==> config.mk <==
export PLATFORM = sky130hd
export DESIGN_NAME = tick_timer
export DESIGN_NICKNAME = d
export VERILOG_FILES = /design/src/rtl/tick_timer_pkg.sv /design/src/rtl/tt_prescaler.sv /design/src/rtl/tt_interval.sv /design/src/rtl/tt_regs.sv /design/src/rtl/tick_timer.sv
export SDC_FILE = /design/constraint.sdc
export NUM_CORES = 1
export LEC_CHECK = 0
export ABC_AREA = 1
export BUFFER_PORTS_ARGS = -buffer_cell sky130_fd_sc_hd__buf_2
export CAP_MARGIN = 20
export CELL_PAD_IN_SITES_DETAIL_PLACEMENT = 1
export CELL_PAD_IN_SITES_GLOBAL_PLACEMENT = 1
export CORE_ASPECT_RATIO = 1.25
export CORE_MARGIN = 1.5
export CORE_UTILIZATION = 40
export CTS_CLUSTER_SIZE = 16
export DETAILED_ROUTE_END_ITERATION = 10
export PLACE_DENSITY_LB_ADDON = 0.2
export SLEW_MARGIN = 20
export SYNTH_ARGS = -nofsm -noshare
export SYNTH_HDL_FRONTEND = slang
export SYNTH_SLANG_ARGS = --single-unit
==> constraint.sdc <==
create_clock -name clk -period 1.8 [get_ports clk]
set_input_delay 0.09 -clock clk [delete_from_list [all_inputs] [get_ports clk]]
set_output_delay 0.09 -clock clk [all_outputs]
set_load 0.02 [all_outputs]
==> src/rtl/tick_timer_pkg.sv <==
package tick_timer_pkg;
  localparam int unsigned REG_AW = 7;

  localparam logic [REG_AW-1:0] OFS_TICK_BUF = 7'h00;
  localparam logic [REG_AW-1:0] OFS_TICK_NOW = 7'h04;
  localparam logic [REG_AW-1:0] OFS_INT_BUF  = 7'h08;
  localparam logic [REG_AW-1:0] OFS_INT_NOW  = 7'h0C;
  localparam logic [REG_AW-1:0] OFS_CTRL     = 7'h20;
  localparam logic [REG_AW-1:0] OFS_PEND     = 7'h30;
  localparam logic [REG_AW-1:0] OFS_IRQEN    = 7'h34;
  localparam logic [REG_AW-1:0] OFS_WACK     = 7'h40;

  localparam int unsigned WACK_W = 4;
  localparam logic [WACK_W-1:0] WACK_MASK = 4'b1011;

  typedef struct packed {
    logic interval;
    logic int_run;
    logic tick_run;
  } ctrl_t;
endpackage

==> src/rtl/tt_prescaler.sv <==
module tt_prescaler #(
  parameter int TICK_W = 32
) (
  input  logic              clk,
  input  logic              rst_n,
  input  logic              run,
  input  logic              load,
  input  logic [TICK_W-1:0] load_val,
  input  logic [TICK_W-1:0] period,
  output logic              tick,
  output logic [TICK_W-1:0] count
);
  assign tick = run && (count == '0);

  always_ff @(posedge clk or negedge rst_n) begin
    if (!rst_n)       count <= '0;
    else if (load)    count <= load_val;
    else if (tick)    count <= period;
    else if (run)     count <= count - 1'b1;
  end
endmodule

==> src/rtl/tt_interval.sv <==
module tt_interval #(
  parameter int INT_W = 31
) (
  input  logic             clk,
  input  logic             rst_n,
  input  logic             tick,
  input  logic             enable,
  input  logic             interval,
  input  logic             load,
  input  logic [INT_W-1:0] load_val,
  input  logic [INT_W-1:0] reload_val,
  output logic             expire,
  output logic [INT_W-1:0] count
);
  localparam logic [INT_W-1:0] ONE = INT_W'(1);

  logic active;
  assign active = tick && enable && (count != '0);
  assign expire = active && (count == ONE);

  always_ff @(posedge clk or negedge rst_n) begin
    if (!rst_n)       count <= '0;
    else if (load)    count <= load_val;
    else if (expire)  count <= interval ? reload_val : '0;
    else if (active)  count <= count - 1'b1;
  end
endmodule

==> src/rtl/tt_regs.sv <==
module tt_regs
  import tick_timer_pkg::*;
#(
  parameter int DATA_W = 32,
  parameter int INT_W  = DATA_W - 1
) (
  input  logic              clk,
  input  logic              rst_n,
  input  logic              reg_wr,
  input  logic [REG_AW-1:0] reg_addr,
  input  logic [DATA_W-1:0] reg_wdata,
  input  logic [DATA_W-1:0] tick_cnt,
  input  logic [INT_W-1:0]  int_cnt,
  input  logic              expire,
  output logic [DATA_W-1:0] reg_rdata,
  output logic [DATA_W-1:0] tick_buf,
  output logic [INT_W-1:0]  int_buf,
  output ctrl_t             ctrl,
  output logic              pend,
  output logic              irq_en,
  output logic [WACK_W-1:0] wack,
  output logic              tick_load,
  output logic              int_load
);
  logic wr_tick, wr_int, wr_ctrl, wr_pend, wr_en, wr_wack;
  logic [WACK_W-1:0] wack_set, wack_clr;

  assign wr_tick = reg_wr && (reg_addr == OFS_TICK_BUF);
  assign wr_int  = reg_wr && (reg_addr == OFS_INT_BUF);
  assign wr_ctrl = reg_wr && (reg_addr == OFS_CTRL);
  assign wr_pend = reg_wr && (reg_addr == OFS_PEND);
  assign wr_en   = reg_wr && (reg_addr == OFS_IRQEN);
  assign wr_wack = reg_wr && (reg_addr == OFS_WACK);

  assign tick_load = wr_tick;
  assign int_load  = wr_int && reg_wdata[DATA_W-1];

  assign wack_set = {wr_ctrl, 1'b0, wr_int, wr_tick};
  assign wack_clr = wr_wack ? (reg_wdata[WACK_W-1:0] & WACK_MASK) : '0;

  always_ff @(posedge clk or negedge rst_n) begin
    if (!rst_n) begin
      tick_buf <= '0;
      int_buf  <= '0;
      ctrl     <= '0;
      pend     <= 1'b0;
      irq_en   <= 1'b0;
      wack     <= '0;
    end else begin
      if (wr_tick) tick_buf <= reg_wdata;
      if (wr_int)  int_buf  <= reg_wdata[INT_W-1:0];
      if (wr_ctrl) ctrl     <= ctrl_t'(reg_wdata[2:0]);
      if (wr_en)   irq_en   <= reg_wdata[0];
      if (expire)                     pend <= 1'b1;
      else if (wr_pend && reg_wdata[0]) pend <= 1'b0;
      wack <= (wack & ~wack_clr) | wack_set;
    end
  end

  always_comb begin
    reg_rdata = '0;
    case (reg_addr)
      OFS_TICK_BUF: reg_rdata = tick_buf;
      OFS_TICK_NOW: reg_rdata = tick_cnt;
      OFS_INT_BUF:  reg_rdata = DATA_W'(int_buf);
      OFS_INT_NOW:  reg_rdata = DATA_W'(int_cnt);
      OFS_CTRL:     reg_rdata = DATA_W'(ctrl);
      OFS_PEND:     reg_rdata = DATA_W'(pend);
      OFS_IRQEN:    reg_rdata = DATA_W'(irq_en);
      OFS_WACK:     reg_rdata = DATA_W'(wack);
      default:      reg_rdata = '0;
    endcase
  end
endmodule

==> src/rtl/tick_timer.sv <==
module tick_timer
  import tick_timer_pkg::*;
#(
  parameter int DATA_W = 32
) (
  input  logic              clk,
  input  logic              rst_n,
  input  logic              reg_wr,
  input  logic [REG_AW-1:0] reg_addr,
  input  logic [DATA_W-1:0] reg_wdata,
  output logic [DATA_W-1:0] reg_rdata,
  output logic              irq
);
  localparam int INT_W = DATA_W - 1;

  logic [DATA_W-1:0] tick_buf, tick_cnt;
  logic [INT_W-1:0]  int_buf, int_cnt;
  ctrl_t             ctrl;
  logic              pend, irq_en, tick, expire, tick_load, int_load;
  logic [WACK_W-1:0] wack;

  tt_regs #(.DATA_W(DATA_W), .INT_W(INT_W)) regs_i (
    .clk(clk), .rst_n(rst_n), .reg_wr(reg_wr), .reg_addr(reg_addr),
    .reg_wdata(reg_wdata), .tick_cnt(tick_cnt), .int_cnt(int_cnt),
    .expire(expire), .reg_rdata(reg_rdata), .tick_buf(tick_buf),
    .int_buf(int_buf), .ctrl(ctrl), .pend(pend), .irq_en(irq_en),
    .wack(wack), .tick_load(tick_load), .int_load(int_load)
  );

  tt_prescaler #(.TICK_W(DATA_W)) pre_i (
    .clk(clk), .rst_n(rst_n), .run(ctrl.tick_run), .load(tick_load),
    .load_val(reg_wdata), .period(tick_buf), .tick(tick), .count(tick_cnt)
  );

  tt_interval #(.INT_W(INT_W)) ivl_i (
    .clk(clk), .rst_n(rst_n), .tick(tick), .enable(ctrl.int_run),
    .interval(ctrl.interval), .load(int_load),
    .load_val(reg_wdata[INT_W-1:0]), .reload_val(int_buf),
    .expire(expire), .count(int_cnt)
  );

  assign irq = pend & irq_en;
endmodule

==> flow_summary.toml, run 1 <==
[yosys]
async_flop_share_pct = 100
netlist_instances = 1334
ys_warn_count = 0
yosys.cell_count.top_type = "nand2_1"
synth_nets = 1380
yosysTopAreaCellShare_pct = 37.2
share_of_the_yosys_chip_area_belonging_to_registers_pct = 37.2
synth_common_cells = "nand2_1 (385), inv_1 (180), dfrtp_1 (134), nor2_1 (127), o21ai_0 (118)"
synth_edf_count = 0
ys_types = 35
post_synth_instance_area_sq_um = 9010
syn_avg_cell_area_sq_um = 6.75
synth_ff_type = "dfrtp_1"
synth_seq_cells = 134
synth_top_cells_by_area = "dfrtp_1 (37%), nand2_1 (16%), inv_1 (7.5%), o21ai_0 (6.6%), nand3_1 (6.3%)"
synthDominantAreaCellType = "dfrtp_1"

[timing]
fmax_ghz = 0.447
finalMaxSlewViolations = 0
setup_ws_ns = -0.439
final-setup-viol-count = 68
worst-slew-pin-transition_ns = 0.758
fin_clk_skew_ns = 0.0134
unrepaired_setup_endpoints_after_global_routing = "true"
fin_crit_ns = 2.24
final.period_utilization_pct = 124
setup-tns-final_ns = -21.28
hold_viol_final = 0
slew-limit-headroom_pct = 48.9

[global_routing]
gr-total-overflow = 0
grt_pass1_vias = 12100
track_usage_pct = 39.8
grt_first_pass_wirelength_mm = 69.4
grt_max_degree = 64
antenna_found_initial = 1

[route]
detailedRoute.firstIterationViolations = 1382
routedWlPerCell_microns = 27.3
via_per_inst = 6.26
drtPass1Iterations = 6
ant_nets = 0
num_vias = 12200
remaining_drc_errors = 0
wl_mm = 53.4

[clock_network]
cts-root-to-sink-buffers = 2
clkSlewWorstSetupHoldPaths_ns = 0.07
tritoncts = "done"
cts.root.buffer_cell = "clkbuf_16"
inserted_clock_buffers = 17
cts-htree-levels = 4
worstSkewPairLatency_ns = 0.45
clock_sink_count = 134

[placement]
port-buffer-count = 74
globalplace.congestion = 0.946
post-dp-hpwl_mm = 29.2
dpl.cell_count = 1832
placement_setup_slack_ns = -0.260

[critical_path]
crit_chain = "nor2_4, nand2_2, nor2_4, nand3_4, nor2_4, buf_6, buf_4, nand2_4, buf_16, nand3_1, o21ai_0, inv_1, nand2_1"
crit_path_start_kind = "register"
endpoint_kind = "register"
cp_common_cell = "nor2_4"
critical_path_required_ns = 2.13
critical-path-slowest-cell = "dfrtp_1"
critical_path_peak_fanout = 15
crit_path_max_incr_delay_ns = 0.43
critical_path_arrival_ns = 2.57
setup_crit_path_kind = "reg2reg"

[pwr]
leakagePower_nw = 6.85
p_seq_share_pct = 26.4
netSwitchingPower_mw = 6.23
vdd.ir_drop.worst_mv = 1.03
power_frac_clock_pct = 26.5
pnr_total_power_mw = 15.2
power.internal_mw = 8.95
share_comb_of_total_power_pct = 47.2
powerDensity_nw_per_um2 = 1110
p_sw_share_pct = 41.0

[finish]
final-seq-area_sq_um = 3360
final-instance-count-excl-fill = 1953
layout-drive-gt1-share_pct = 34.3
area_growth_pct = 51.3
filler_cell_count_in_the_final_layout = 2731
multi_input_area_sq_um = 5560
final_nets = 1700

[floorplan]
die_area_sq_um = 23400
fp.dieH_microns = 171
core_area_sq_um = 22200
io_pins = 75
initial_core_util_pct = 40.6
placementRows = 61
die_width_microns = 137

[outcome]
run_status = "finished with violations"
failed_checks = "negative setup slack"

[hold_path]
hold_path_class = "in2reg"

[run]
cap_violations = 0
-- through the flow --
stage	hold WS [ns]	util, %	cell area [sq um]
CTS	0.00567	58.4	13000
global route	0.0325	61.3	13600
detailed placement	0.0999	50.3	11200
global placement	0.104	50.3	11200
finish	0.0123	61.4	13600
floorplan	-0.206	-	9060
-- cell families (layout without fill, tap and decap cells) --
| logic type | count (synthesis) | in the layout | share of synthesized area, % |
|---|---|---|---|
| AO/OA/AOI/OAI | 209 | 209 | 13.6 |
| XOR/XNOR | 52 | 52 | 5.06 |
| adder cells (fa/ha/maj) | 4 | 4 | 0.556 |
| buffers and inverters | 244 | 577 | 10.8 |
| flip-flops | 134 | 134 | 37.2 |
| other | 0 | 3 | 0 |
| AND/OR/NAND/NOR | 691 | 691 | 32.8 |
-- placed cells by master, fill, tap and decap left out, types with 14 or more instances in the layout --
| cell type | instances |
|---|---|
| nand2_1 | 337 |
| o2111ai_1 | 22 |
| nor2_2 | 33 |
| nand2_4 | 14 |
| buf_4 | 215 |
| buf_12 | 15 |
| dfrtp_1 | 131 |
| buf_6 | 23 |
| nand2_2 | 36 |
| clkbuf_16 | 19 |
| nor2_1 | 72 |
| o21ai_0 | 94 |
| nand3_2 | 25 |
| xor2_1 | 44 |
| o21ai_1 | 25 |
| inv_1 | 161 |
| o21bai_1 | 19 |
| inv_2 | 22 |
| dlygate4sd3_1 | 31 |
| nor2_4 | 29 |
| o21ai_2 | 15 |
| nand3_1 | 82 |
| buf_2 | 68 |
| nand4_1 | 39 |
-- worst max-delay path: cells and delay by family (launching register included) --
family                 cells  cell delay [ns]
and+or+nand+nor            8             0.99
buffers and inverters      4             0.56
DFF                        1             0.43
AOI/OAI and AO/OA          1             0.12
-- registers in the layout, indices dropped and copies added, names as in the netlist --
signal / count
regs_i.pend: 1
regs_i.tick_buf: 32
regs_i.ctrl: 3
pre_i.count: 32
regs_i.wack: 3
regs_i.int_buf: 31
regs_i.irq_en: 1
ivl_i.count: 31
-- area by class of cell --
cell class	count	area share (%)
well taps	283	2.60
clock buffers	25	3.78
clock inverters	7	1.02
multi-input cells	956	40.8
inverters	185	5.16
repair buffers	360	21.9
diodes	3	0.0551
flip-flops and latches	134	24.6
-- power groups by stage --
| stage | Sequential (mW) | Combinational (mW) | Clock (mW) |
|---|---|---|---|
| 3_5_place_dp | 3.83 | 4.71 | 0 |
| 4_1_cts | 3.86 | 5.72 | 3.94 |
| 6_report | 4.00 | 7.16 | 4.02 |
| 5_1_grt | 4.01 | 7.45 | 4.13 |
| 3_3_place_gp | 3.82 | 4.53 | 0 |
| 2_1_floorplan | 3.84 | 2.39 | 0 |
-- what timing repair did --
item | 4_1_cts | 5_1_grt
cloned | 4 | 2
endpoints found under the setup margin | 65 | 95
hold buffers | 31 | 0
resized for setup | 168 | 146
pin swaps | 54 | 47
hold endpoints to repair | 89 | 0
buffers inserted | 33 | 27
-- layer usage --
layer	GRT usage [%]	share of wire (%)	vias up
met5	0	0	-
met4	23.7	8.8	0
met3	7.32	8.4	406
li1	-	-	4946
met2	67.2	48	960
met1	46.7	35	5916
-- final timing paths --
kind	startpoint	endpoint	slack, ns	depth (start not counted)
hold reg to reg	regs_i.int_buf[20]	regs_i.int_buf[20]	0.50	2
min in group asynchronous	rst_n	pre_i.count[5]	0.20	2
setup / recovery	pre_i.count[11]	ivl_i.count[13]	-0.44	13
setup reg to reg	pre_i.count[11]	ivl_i.count[13]	-0.44	13
hold / removal	reg_wdata[10]	regs_i.int_buf[10]	0.01	3
max in group asynchronous	rst_n	regs_i.ctrl[1]	0.98	3
No activity file was read; power rests on OpenSTA's default activity.
==> inputs of run 2 (changes only) <==
--- a/config.mk
+++ b/config.mk
@@ -20,3 +20,4 @@
 export SYNTH_ARGS = -nofsm -noshare
 export SYNTH_HDL_FRONTEND = slang
 export SYNTH_SLANG_ARGS = --single-unit
+export TNS_END_PERCENT = 50
==> flow_summary.toml, run 2 (synthesis gave the netlist of run 1 again) <==
[timing]
fin_crit_ns = 2.25
final-setup-viol-count = 67
fin_clk_skew_ns = 0.0291
slew-limit-headroom_pct = 54.2
holdWs_ns = 0.0216
hold_viol_final = 0
unrepaired_setup_endpoints_after_global_routing = "true"
worst-slew-pin-transition_ns = 0.686
fmax_ghz = 0.445
final.period_utilization_pct = 125
finalMaxSlewViolations = 0
setup_ws_ns = -0.446

[route]
wl_mm = 48.1
detailedRoute.firstIterationViolations = 1099
via_per_inst = 6.05
drtPass1Iterations = 5
remaining_drc_errors = 0
num_vias = 11700
routedWlPerCell_microns = 24.9
ant_nets = 0

[critical_path]
crit_chain = "nor2_2, nand2_1, nor2_2, nand3_4, nor2_4, buf_6, buf_6, nand3_4, buf_12, nand2_1, nand3_2, nand2_1"
critical_path_peak_fanout = 7
cp_common_cell = "nand2_1"
setup_crit_path_kind = "reg2reg"
endpoint_kind = "register"
critical_path.top_delay_family = "simple AND/OR/NAND/NOR gates"
crit_path_start_kind = "register"
crit_path_max_incr_delay_ns = 0.42
critical_path_arrival_ns = 2.62
critical_path_required_ns = 2.18
cp_num_buf_inv = 3
critical-path-slowest-cell = "dfrtp_1"

[global_routing]
track_usage_pct = 39.0
gr-total-overflow = 0
grt_first_pass_wirelength_mm = 67.7
antenna_found_initial = 1
grt_max_degree = 64
grt_pass1_vias = 11900

[clock_network]
clock_sink_count = 134
cts-htree-levels = 4
cts-root-to-sink-buffers = 2
worstSkewPairLatency_ns = 0.46
cts.root.buffer_cell = "clkbuf_16"
inserted_clock_buffers = 17
tritoncts = "done"
clkSlewWorstSetupHoldPaths_ns = 0.06

[finish]
final_nets = 1681
filler_cell_count_in_the_final_layout = 2756
area_growth_pct = 46.0
leading_cell_types_in_the_layout_fill_and_taps_excluded = "nand2_1 (352), buf_4 (204), inv_1 (171), dfrtp_1 (132), o21ai_0 (97)"
biggestRegsByFlops = "pre_i.count x32, regs_i.tick_buf x32"
layout-drive-gt1-share_pct = 30.2
final-seq-area_sq_um = 3360
most_common_cell_after_layout_fill_and_taps_aside = "nand2_1"
multi_input_area_sq_um = 5310

[pwr]
leakagePower_nw = 6.67
vdd.ir_drop.worst_mv = 0.916
powerDensity_nw_per_um2 = 1100

[placement]
post-dp-hpwl_mm = 29.2
port-buffer-count = 74
placement_setup_slack_ns = -0.260
globalplace.congestion = 0.946

[floorplan]
die_area_sq_um = 23400
initial_core_util_pct = 40.6
placementRows = 61
core_area_sq_um = 22200
io_pins = 75
fp.dieH_microns = 171
die_width_microns = 137

[run]
cap_violations = 0

[outcome]
failed_checks = "negative setup slack"
run_status = "finished with violations"

[hold_path]
hold_path_class = "in2reg"
## run 2: changes by cell type in the layout (fill, tap and decap cells not counted), moves of 4 or more
cell / change
buf_2: +4
buf_4: -11
buf_6: -9
inv_1: +10
inv_2: -9
nand2_1: +15
nand2_2: -18
nor2_1: +9
nor2_4: -12
o21ai_1: +6
o21ai_2: -8
xor2_1: +6
xor2_2: -6
## run 2: worst paths after layout
kind	from	end	slack [ns]	cells after the start
setup / recovery	pre_i.count[16]	ivl_i.count[15]	-0.45	12
hold / removal	reg_wdata[10]	regs_i.int_buf[10]	0.02	3
setup reg to reg	pre_i.count[16]	ivl_i.count[15]	-0.45	12
hold reg to reg	regs_i.tick_buf[15]	regs_i.tick_buf[15]	0.50	2
max in group asynchronous	rst_n	ivl_i.count[5]	1.00	3
min in group asynchronous	rst_n	pre_i.count[5]	0.18	2
## run 2: worst reg2reg max path: cells and delay by family (launching register included)
family,cells,cell delay (ns)
buf+inv,3,0.48
simple gates,9,1.28
flops,1,0.42
## run 2: repair_timing
action                                  CTS  global route
pin swaps                                50            28
buffers inserted                         30             4
gates cloned                              3             3
endpoints found under the setup margin   65            93
hold endpoints to repair                 89             0
hold buffers                             31             0
resized for setup                       148            61
## run 2: area by class of cell
| cell class | count | area share [%] |
|---|---|---|
| Multi-Input combinational cell | 956 | 40.4 |
| Sequential cell | 134 | 25.5 |
| Timing Repair Buffer | 341 | 21.1 |
| Inverter | 185 | 5.30 |
| Clock buffer | 25 | 3.92 |
| Tap cell | 283 | 2.69 |
| Clock inverter | 7 | 1.06 |
| Antenna cell | 1 | 0.0190 |
## run 2: routing by layer
metal | wire (microns) | track usage, % | vias up
li1 | - | - | 4910
met1 | 17700 | 45.7 | 5755
met2 | 23300 | 66.4 | 732
met3 | 3460 | 6.79 | 285
met4 | 3570 | 23.0 | 0
met5 | 0 | 0 | -
## run 2: metrics by stage
step           setup TNS (ns)  util, %  instances  cell area (sq um)  total power [mW]
6_report               -17.93     59.2       1932              13100              14.5
5_1_grt                -21.50     59.2       1932              13100              14.9
4_1_cts                 -4.92     58.0       1927              12900              13.4
3_5_place_dp           -10.41     50.3       1832              11200              8.54
3_3_place_gp            -8.80     50.3       1832              11200              8.35
2_1_floorplan               0        -       1334               9060              6.23
## run 2: power breakdown
| group | leakage, nW | internal, mW | switching [mW] |
|---|---|---|---|
| Clock | 0.323 | 2.54 | 1.48 |
| Sequential | 1.73 | 3.47 | 0.464 |
| Combinational | 4.61 | 2.72 | 3.79 |
| Total | 6.67 | 8.73 | 5.74 |
